--- src/rtl/irq_pkg.sv ---
package irq_pkg;
  localparam int unsigned NGRP_D    = 5;
  localparam int unsigned GW_D      = 32;
  localparam int unsigned WIN_WORDS = 4;
  localparam int unsigned OFS_PEND  = 0;
  localparam int unsigned OFS_MASK  = 2;
  localparam int unsigned OFS_POL   = 0;
  localparam int unsigned OFS_STAT  = 1;
  // group 0 in the low word
  localparam logic [NGRP_D*GW_D-1:0] VALID_D =
    {32'hFFFF_FFFF, 32'h0003_FFFF, 32'h0000_0007, 32'h0000_1FFF, 32'h0000_EFFF};
endpackage

--- src/rtl/irq_grp_unit.sv ---
module irq_grp_unit #(
  parameter int unsigned GW = 32,
  parameter logic [GW-1:0] VALID = '1,
  parameter logic [GW-1:0] OVR = '0,
  localparam int unsigned BIT_W = (GW > 1) ? $clog2(GW) : 1
) (
  input  logic             clk,
  input  logic             rst,
  input  logic [GW-1:0]    src_i,
  input  logic [GW-1:0]    ovr_i,
  input  logic             mask_we,
  input  logic [GW-1:0]    wdata_i,
  output logic [GW-1:0]    pend_o,
  output logic [GW-1:0]    mask_o,
  output logic             hit_o,
  output logic [BIT_W-1:0] top_o,
  output logic             irq_o
);
  logic [GW-1:0] raw_q, mask_q, eff;

  always_ff @(posedge clk) begin
    if (rst) begin
      raw_q  <= '0;
      mask_q <= VALID;
      irq_o  <= 1'b0;
    end else begin
      raw_q <= src_i & VALID & ~OVR;
      if (mask_we) mask_q <= wdata_i & VALID;
      irq_o <= |eff;
    end
  end

  assign pend_o = raw_q | (ovr_i & OVR & VALID);
  assign mask_o = mask_q;
  assign eff    = pend_o & ~mask_q;
  assign hit_o  = |eff;

  // highest set bit wins: later iterations override earlier ones
  always_comb begin
    top_o = '0;
    for (int i = 0; i < int'(GW); i++)
      if (eff[i]) top_o = BIT_W'(i);
  end

  p_full_mask_low_r5: assert property (@(posedge clk) disable iff (rst)
    (mask_q == VALID) |=> !irq_o);
  p_mask_hold_r2: assert property (@(posedge clk) disable iff (rst)
    !mask_we |=> $stable(mask_q));
endmodule

--- src/rtl/irq_gpio_front.sv ---
module irq_gpio_front #(
  parameter int unsigned N = 14
) (
  input  logic         clk,
  input  logic         rst,
  input  logic [N-1:0] gpio_i,
  input  logic         pol_we,
  input  logic         stat_we,
  input  logic [N-1:0] wdata_i,
  output logic [N-1:0] pol_o,
  output logic [N-1:0] stat_o
);
  logic [N-1:0] pol_q, stat_q, act, keep;

  assign act  = ~(gpio_i ^ pol_q);
  assign keep = stat_we ? wdata_i : '1;

  always_ff @(posedge clk) begin
    if (rst) begin
      pol_q  <= '1;
      stat_q <= '0;
    end else begin
      if (pol_we) pol_q <= wdata_i;
      stat_q <= (stat_q & keep) | act;  // an active pin beats a clear
    end
  end

  assign pol_o  = pol_q;
  assign stat_o = stat_q;

  p_sticky_r9: assert property (@(posedge clk) disable iff (rst)
    !stat_we |=> ((stat_q & $past(stat_q)) == $past(stat_q)));
endmodule

--- src/rtl/irq_prio_enc.sv ---
module irq_prio_enc #(
  parameter int unsigned NGRP = 5,
  parameter int unsigned GW = 32,
  localparam int unsigned BIT_W = (GW > 1) ? $clog2(GW) : 1,
  localparam int unsigned GRP_W = (NGRP > 1) ? $clog2(NGRP) : 1,
  localparam int unsigned SRC_W = $clog2(NGRP * GW)
) (
  input  logic                  clk,
  input  logic                  rst,
  input  logic [NGRP-1:0]       hit_i,
  input  logic [NGRP*BIT_W-1:0] top_i,
  output logic                  valid_o,
  output logic [GRP_W-1:0]      grp_o,
  output logic [BIT_W-1:0]      bit_o,
  output logic [SRC_W-1:0]      src_o
);
  logic             sel_v;
  logic [GRP_W-1:0] sel_g;
  logic [BIT_W-1:0] sel_b;

  always_comb begin
    sel_v = 1'b0;
    sel_g = '0;
    sel_b = '0;
    for (int g = 0; g < int'(NGRP); g++) begin
      if (hit_i[g]) begin
        sel_v = 1'b1;
        sel_g = GRP_W'(g);
        sel_b = top_i[g*BIT_W +: BIT_W];
      end
    end
  end

  always_ff @(posedge clk) begin
    if (rst) begin
      valid_o <= 1'b0;
      grp_o   <= '0;
      bit_o   <= '0;
      src_o   <= '0;
    end else begin
      valid_o <= sel_v;
      grp_o   <= sel_g;
      bit_o   <= sel_b;
      src_o   <= SRC_W'(sel_g) * SRC_W'(GW) + SRC_W'(sel_b);
    end
  end
endmodule

--- src/rtl/grouped_irq_ctrl.sv ---
module grouped_irq_ctrl
  import irq_pkg::*;
#(
  parameter int unsigned NGRP = NGRP_D,
  parameter int unsigned GW = GW_D,
  parameter int unsigned NGPIO = 14,
  parameter int unsigned LINE_BASE = 2,
  parameter logic [NGRP*GW-1:0] VALID_MAP = VALID_D,
  localparam int unsigned BIT_W = (GW > 1) ? $clog2(GW) : 1,
  localparam int unsigned GRP_W = (NGRP > 1) ? $clog2(NGRP) : 1,
  localparam int unsigned SRC_W = $clog2(NGRP * GW),
  localparam int unsigned ADDR_W = $clog2((NGRP + 1) * WIN_WORDS),
  localparam int unsigned NLINE = NGRP + LINE_BASE
) (
  input  logic               clk,
  input  logic               rst,
  input  logic [NGRP*GW-1:0] src_in,
  input  logic [NGPIO-1:0]   gpio_in,
  input  logic [ADDR_W-1:0]  bus_addr,
  input  logic               bus_wr,
  input  logic               bus_rd,
  input  logic [GW-1:0]      bus_wdata,
  output logic [GW-1:0]      bus_rdata,
  output logic [NLINE-1:0]   irq_line,
  output logic               enc_valid,
  output logic [GRP_W-1:0]   enc_grp,
  output logic [BIT_W-1:0]   enc_bit,
  output logic [SRC_W-1:0]   enc_src
);
  localparam logic [ADDR_W-1:0] A_POL  = ADDR_W'(NGRP * WIN_WORDS + OFS_POL);
  localparam logic [ADDR_W-1:0] A_STAT = ADDR_W'(NGRP * WIN_WORDS + OFS_STAT);

  logic [GW-1:0]         pend_a [NGRP];
  logic [GW-1:0]         mask_a [NGRP];
  logic [NGRP-1:0]       hit, irq_g, mask_we;
  logic [NGRP*BIT_W-1:0] tops;
  logic [NGPIO-1:0]      pol, stat;
  logic [GW-1:0]         stat_ext, rd_next;
  logic                  pol_we, stat_we;

  assign stat_ext = GW'(stat);

  // register decode
  always_comb begin
    mask_we = '0;
    for (int g = 0; g < int'(NGRP); g++)
      if (bus_wr && bus_addr == ADDR_W'(g * WIN_WORDS + OFS_MASK)) mask_we[g] = 1'b1;
  end
  assign pol_we  = bus_wr && (bus_addr == A_POL);
  assign stat_we = bus_wr && (bus_addr == A_STAT);

  always_comb begin
    rd_next = '0;
    for (int g = 0; g < int'(NGRP); g++) begin
      if (bus_addr == ADDR_W'(g * WIN_WORDS + OFS_PEND)) rd_next = pend_a[g];
      if (bus_addr == ADDR_W'(g * WIN_WORDS + OFS_MASK)) rd_next = mask_a[g];
    end
    if (bus_addr == A_POL)  rd_next = GW'(pol);
    if (bus_addr == A_STAT) rd_next = stat_ext;
  end

  always_ff @(posedge clk) begin
    if (rst)         bus_rdata <= '0;
    else if (bus_rd) bus_rdata <= rd_next;
  end

  for (genvar g = 0; g < int'(NGRP); g++) begin : g_grp
    localparam logic [GW-1:0] OV = (g == int'(NGRP) - 1) ? ({GW{1'b1}} >> (GW - NGPIO)) : '0;
    irq_grp_unit #(.GW(GW), .VALID(VALID_MAP[g*GW +: GW]), .OVR(OV)) u_grp (
      .clk(clk), .rst(rst),
      .src_i(src_in[g*GW +: GW]), .ovr_i(stat_ext),
      .mask_we(mask_we[g]), .wdata_i(bus_wdata),
      .pend_o(pend_a[g]), .mask_o(mask_a[g]),
      .hit_o(hit[g]), .top_o(tops[g*BIT_W +: BIT_W]), .irq_o(irq_g[g]));
  end

  irq_gpio_front #(.N(NGPIO)) u_gpio (
    .clk(clk), .rst(rst), .gpio_i(gpio_in),
    .pol_we(pol_we), .stat_we(stat_we), .wdata_i(bus_wdata[NGPIO-1:0]),
    .pol_o(pol), .stat_o(stat));

  irq_prio_enc #(.NGRP(NGRP), .GW(GW)) u_enc (
    .clk(clk), .rst(rst), .hit_i(hit), .top_i(tops),
    .valid_o(enc_valid), .grp_o(enc_grp), .bit_o(enc_bit), .src_o(enc_src));

  assign irq_line = {irq_g, {LINE_BASE{1'b0}}};

  p_enc_line_r6: assert property (@(posedge clk) disable iff (rst)
    enc_valid |-> irq_line[LINE_BASE + int'(enc_grp)]);
  p_idle_r6: assert property (@(posedge clk) disable iff (rst)
    !enc_valid |-> (irq_line == '0));
endmodule

--- config.mk ---
export PLATFORM = sky130hd
export DESIGN_NAME = grouped_irq_ctrl
export DESIGN_NICKNAME = d
export VERILOG_FILES = /design/src/rtl/irq_pkg.sv /design/src/rtl/irq_grp_unit.sv /design/src/rtl/irq_gpio_front.sv /design/src/rtl/irq_prio_enc.sv /design/src/rtl/grouped_irq_ctrl.sv
export SDC_FILE = /design/constraint.sdc
export NUM_CORES = 1
export LEC_CHECK = 0
export ABC_CLOCK_PERIOD_IN_PS = 2400
export BUFFER_PORTS_ARGS = -buffer_cell sky130_fd_sc_hd__buf_4
export CAP_MARGIN = 25
export CORE_ASPECT_RATIO = 1.5
export CORE_MARGIN = 5
export CORE_UTILIZATION = 53
export DETAILED_ROUTE_END_ITERATION = 6
export PLACE_DENSITY = 0.78
export REMOVE_ABC_BUFFERS = 1
export SYNTH_ARGS = -nofsm -noshare
export SYNTH_HDL_FRONTEND = slang
export SYNTH_SLANG_ARGS = --single-unit
--- constraint.sdc ---
create_clock -name clk -period 2.4 [get_ports clk]
set_input_delay 0.36 -clock clk [delete_from_list [all_inputs] [get_ports clk]]
set_output_delay 0.36 -clock clk [all_outputs]
set_load 0.02 [all_outputs]
# After elaboration in Yosys (flattened, before gate mapping)
# Index checks and enable logic that the tools add are counted.
# word_totals
reg_bits,323
in_bits,215
output_inout_bits,56
word_cells,254
# classes
n_addsub,1
eq_ne,11
muxes,187
bitwise,15
n_reduce_logical,13
# op_table
op,count
two-way mux 5 bit,141
two-way mux 32 bit,12
bitwise AND 32 bit,5
OR reduction 32 bit,5
two-way mux 4 bit,8
inverter 13 -> 32 bit,1
inverter 16 -> 32 bit,1
inverter 18 -> 32 bit,1
inverter 3 -> 32 bit,1
inverter 32 bit,1
bitwise OR 32 x 14 -> 32 bit,1
"equality test 5 x 4 -> 1 bit, second input constant",4
"equality test 5 bit, second input constant",4
two-way mux 1 bit,16
two-way mux 3 bit,5
bitwise AND 14 bit,1
two-way mux 14 bit,1
inverter 14 bit,1
bitwise OR 14 bit,1
XOR 14 bit,1
"equality test 5 x 3 -> 1 bit, second input constant",2
adder 8 x 5 -> 8 bit,1
two-way mux 2 bit,4
logical AND 1 bit,7
2 further kinds,2

# Longest topological paths before layout
# depth
word_depth,39
mapped_depth,10
ltp_nobuf,7

# By module
# Synthesis repeated with hierarchy kept, for this count alone.
# unflattened
hier_cells,1683
hier_area_um2,14052.2
# by_module_without_submodules
module,instances,cells_per_inst,area_each_um2,seq_area_each_um2
grouped_irq_ctrl,1,693,4785.8,640.6
irq_grp_unit (g_grp[4].u_grp),1,252,2348.5,1021.0
irq_grp_unit (g_grp[3].u_grp),1,180,1719.1,740.7
irq_grp_unit (g_grp[0].u_grp),1,159,1497.7,620.6
irq_grp_unit (g_grp[1].u_grp),1,148,1338.8,540.5
irq_gpio_front,1,106,1106.1,560.5
irq_grp_unit (g_grp[2].u_grp),1,85,703.2,140.1
irq_prio_enc,1,60,553.0,180.2

# Least setup slack after synthesis
# Ideal clock, no wire load.
# synth_timing
kind,input to register
start,input port bus_addr[3]
end,"register u_gpio.pol_q[4], in the netlist u_gpio.pol_o[4]"
setup_time_ns,0.137
arrival_ns,1.855
required_time_ns,2.263
path_slack_ns,0.408
cell_stages,8
path_buffers,2
cell_sequence,buf_2 -> nand2b_1 -> or3b_2 -> nor2_1 -> nand2_1 -> buf_2 -> nand2_1 -> nand3_1
# synth_via
elab_chain_len,2
# synth_rtl
element,line_no,text
start: declaration,grouped_irq_ctrl.sv:19,"input logic [ADDR_W-1:0] bus_addr,"
equality test 5 bit,grouped_irq_ctrl.sv:49,assign pol_we = bus_wr && (bus_addr == A_POL);
logical AND 1 bit,grouped_irq_ctrl.sv:49,
end signal: assignment,irq_gpio_front.sv:23,if (pol_we) pol_q <= wdata_i;
end: declaration,irq_gpio_front.sv:13,"logic [N-1:0] pol_q, stat_q, act, keep;"
# Every way passes these cells.
# A chain may end at the register's enable or synchronous reset.

# Worst setup path in the final report
# layout_timing
start,"register u_gpio.stat_q[3], in the netlist u_gpio.stat_o[3]"
end,register u_enc.src_o[1]
# layout_via
elab_chain_len,33
elab_cells_between_ends,34
classes_between,add/sub (1); mux (30); bitwise (2); reduce/logical (1)
# layout_rtl
element,line_no,text
start: declaration,irq_gpio_front.sv:13,
start signal: assignment,irq_gpio_front.sv:24,stat_q <= (stat_q & keep) | act;
bitwise OR 32 x 14 -> 32 bit (*),irq_grp_unit.sv:33,assign pend_o = raw_q | (ovr_i & OVR & VALID);
bitwise AND 32 bit (*),irq_grp_unit.sv:35,assign eff = pend_o & ~mask_q;
two-way mux 2 bit,irq_grp_unit.sv:42,if (eff[i]) top_o = BIT_W'(i);
two-way mux 3 bit (4 in series),irq_grp_unit.sv:42,
two-way mux 4 bit (8 in series),irq_grp_unit.sv:42,
two-way mux 5 bit (16 in series),irq_grp_unit.sv:42,
two-way mux 5 bit (*),irq_prio_enc.sv:26,if (hit_i[g]) begin
adder 8 x 5 -> 8 bit (*),irq_prio_enc.sv:44,src_o <= SRC_W'(sel_g) * SRC_W'(GW) + SRC_W'(sel_b);
end signal: assignment,irq_prio_enc.sv:44,
end: declaration,irq_prio_enc.sv:15,output logic [SRC_W-1:0] src_o
# Every way passes the cells marked *; elsewhere a longest branch is shown, timed or not.

==> flow_summary.toml <==
[routing]
routed_via_density = 5.867
routedWlPerCell_um = 20.62
dr.pass1.iters = 7
drt_iter0_drc = 824
drc_errors = 0
routed_wirelength_um = 34530
vias = 9822
drtAntennaViolNets = 0

[synth]
synth_area_um2 = 10130
avgSynthCellArea_um2 = 8.239
syn_inst = 1230
synthArstFlopShare_pct = 0
synth_warnings = 0
yosysTopAreaCell = "dfxtp_1"
synth_cell_type_count = 80
ys_seq_area_share_pct = 43.66
ys.flop_type = "dfxtp_1"
synth_seq_cells = 221
synth_top_cell_area_share_pct = 43.66
synth-edff-count = 0
synth_area_leaders = "dfxtp_1, nand2_1, nor2b_1"

[floorplan]
fp.dieW_um = 122.9
start_util_pct = 53.32
rows = 62
die_height_um = 179.4
coreArea_um2 = 19010
die-area_um2 = 22040
io_pins = 271

[job]
cap_violations = 0

[layout]
drive_gt1_share_pct = 21.51
syn_to_final_growth_pct = 24.36
fin_area_um2 = 12600
utilization_pct = 66.31
nets = 1619
num_antenna_cells = 0

[hold_path]
hold_depth = 2
min_to = "g_grp[3].u_grp.pend_o[7]"
min_from = "src_in[103]"
worst_hold_path_type = "in -> reg"

[clocking]
clkTransAtPathRegs_ps = 60
cts-hold-fix-buffers = 0
root_buffer = "clkbuf_16"
clock-sinks = 221
numCtsBuffers = 21
cts-htree-levels = 1
cts_tree = "yes"
clk_latency_ps = 510
cts.path.max_buffers = 3

[grt]
grt_max_degree = 61
grt_pass1_wl_um = 51810
grt_overflow = 0
grt_pass1_vias = 9629
antenna_found_initial = 0
grt_usage_pct = 30.44

[placement]
port_buffers = 175
post-dp-hpwl_um = 25360
placed_area_um2 = 11870
place_ws_ps = 92.88
place_congestion = 0.9990

[power]
p_clk_share_pct = 42.6
pwr-share-comb_pct = 10.5
leakagePower_nw = 5.453
power.density_nw_per_um2 = 661.6
vdd_drop_max_v = 0.0006440
power_frac_seq_pct = 46.8
internal_power_mw = 6.338
switchingPower_mw = 2.000
swShare_pct = 23.99

[sta]
hold_viol = 0
worst_slack_ps = 152.1
slew_headroom_pct = 54.99
fin_crit_ps = 2248
maxSlewViolCount = 0
fin_skew_ps = 13.38
fmaxAchievable_mhz = 444.9
worstMarginPinSlew_ps = 668.1
rsz0062_at_grt = "no"
setup_viol = 0
finalCritPeriodShare_pct = 93.66

[worst_setup_path]
ff2ff_path_depth = 7
cp_data_required_time_ps = 2820
reg2reg_setup_slack_ps = 150
worstPathArrival_ps = 2670
cp-end-kind = "register"
crit_fanout = 2
path_class = "reg -> reg"
startpoint = "u_gpio.stat_o[3]"
start_kind = "register"
reg2reg_to = "u_enc.src_o[1]"
timing.rr.start = "u_gpio.stat_o[3]"

[status]
outcome = "completed"
state kept, by name, summed over array words and instances, names as in the netlist:
signal              flops
u_gpio.pol_o           14
g_grp.u_grp.irq_o       5
g_grp.u_grp.mask_o     81
u_gpio.stat_o          14
g_grp.u_grp.raw_q      18
bus_rdata              32
g_grp.u_grp.pend_o     49
u_enc.src_o             7
u_enc.valid_o           1
layer usage:
metal | vias to the layer above | part of all wire, % | GRT usage, %
li1 | 4604 | - | -
met1 | 4533 | 35 | 33.46
met2 | 543 | 50 | 54.73
met3 | 142 | 8.0 | 4.020
met4 | 0 | 6.7 | 19.06
met5 | - | 0 | 0
stage by stage:
stage / power (mW) / hold WS, ps / std cells / TNS, ps
6_report: 8.338 / 59.48 / 1674 / 0
2_1_floorplan: 4.347 / 424.6 / 1145 / -40840
4_1_cts: 8.351 / 54.97 / 1674 / 0
3_3_place_gp: 4.836 / 449.1 / 1637 / 0
3_5_place_dp: 4.852 / 456.7 / 1637 / 0
5_1_grt: 8.568 / 59.48 / 1674 / 0
cells by family after synthesis:
kind of cell / synth area share (%)
AO/OA/AOI/OAI: 15.68
buffers and inverters: 4.926
AND/OR/NAND/NOR: 31.05
flip-flops: 43.66
XOR/XNOR: 1.210
other: 0.03701
multiplexers: 3.432
synth_stat cells, drive strengths merged (8+ instances only):
library cell	number
nor4	11
nand4	13
nand3	104
a21boi	8
nor2	64
mux2	14
xor2	14
inv	20
dfxtp	221
clkbuf	43
a221oi	9
a21oi	46
o21ai	50
nand2	233
nor2b	125
a22oi	28
o211ai	16
nor3	10
nand2b	42
o221a	8
mux2i	19
buf	43
a211oi	8
what timing repair did:
item | 4_1_cts | 5_1_grt
setup buffers | 0 | 0
resized for setup | 0 | 1
setup endpoints to repair | 0 | 1
critical path, stage by stage, from the launching register on:
cell	delay, ps
dfxtp_1	330
nor2b_1	330
o211ai_1	200
a311oi_1	360
o2111ai_1	210
a2111oi_1	470
nor3_1	80
o211ai_1	180
worst max path at each step:
stage / cells after the start / to
finish: 7 / u_enc.src_o[1]
global route: 7 / u_enc.src_o[1]
CTS: 7 / u_enc.src_o[1]
detailed placement: 9 / bus_rdata[6]
global placement: 9 / bus_rdata[6]
floorplan: 5 / g_grp[4].u_grp.mask_o[25]
final cells by class:
class	count	area, um^2
clock buffer	29	575.6
multi-input combinational	904	5221
clock inverter	8	151.4
fill	1600	6404
timing repair buffer	236	1834
sequential	221	4424
tap	256	320.3
inverter	20	75.07
power by group through the flow:
stage	registers (mW)	logic, mW	clock network (mW)
3_3_place_gp	3.98	0.854	0
4_1_cts	3.90	0.873	3.57
5_1_grt	3.92	0.943	3.71
2_1_floorplan	4.00	0.344	0
3_5_place_dp	3.99	0.866	0
6_report	3.91	0.876	3.56
layout by cell type (no fill, tap or decap), types with 7 or more instances in the layout:
cell type	netlist	layout
nand2_1	233	233
buf_4	21	231
dfxtp_1	221	221
nor2b_1	125	125
nand3_1	104	104
nor2_1	60	60
o21ai_0	47	47
a21oi_1	46	46
nand2b_1	42	42
a22oi_1	28	28
clkbuf_16	0	21
mux2i_1	19	19
inv_1	19	19
o211ai_1	16	16
mux2_2	14	14
xor2_1	14	14
nand4_1	13	13
nor4_1	10	10
a221oi_1	9	9
a211oi_1	7	7
nor3_1	7	7
o221a_2	7	7
Power figures use the tool's default switching activity.
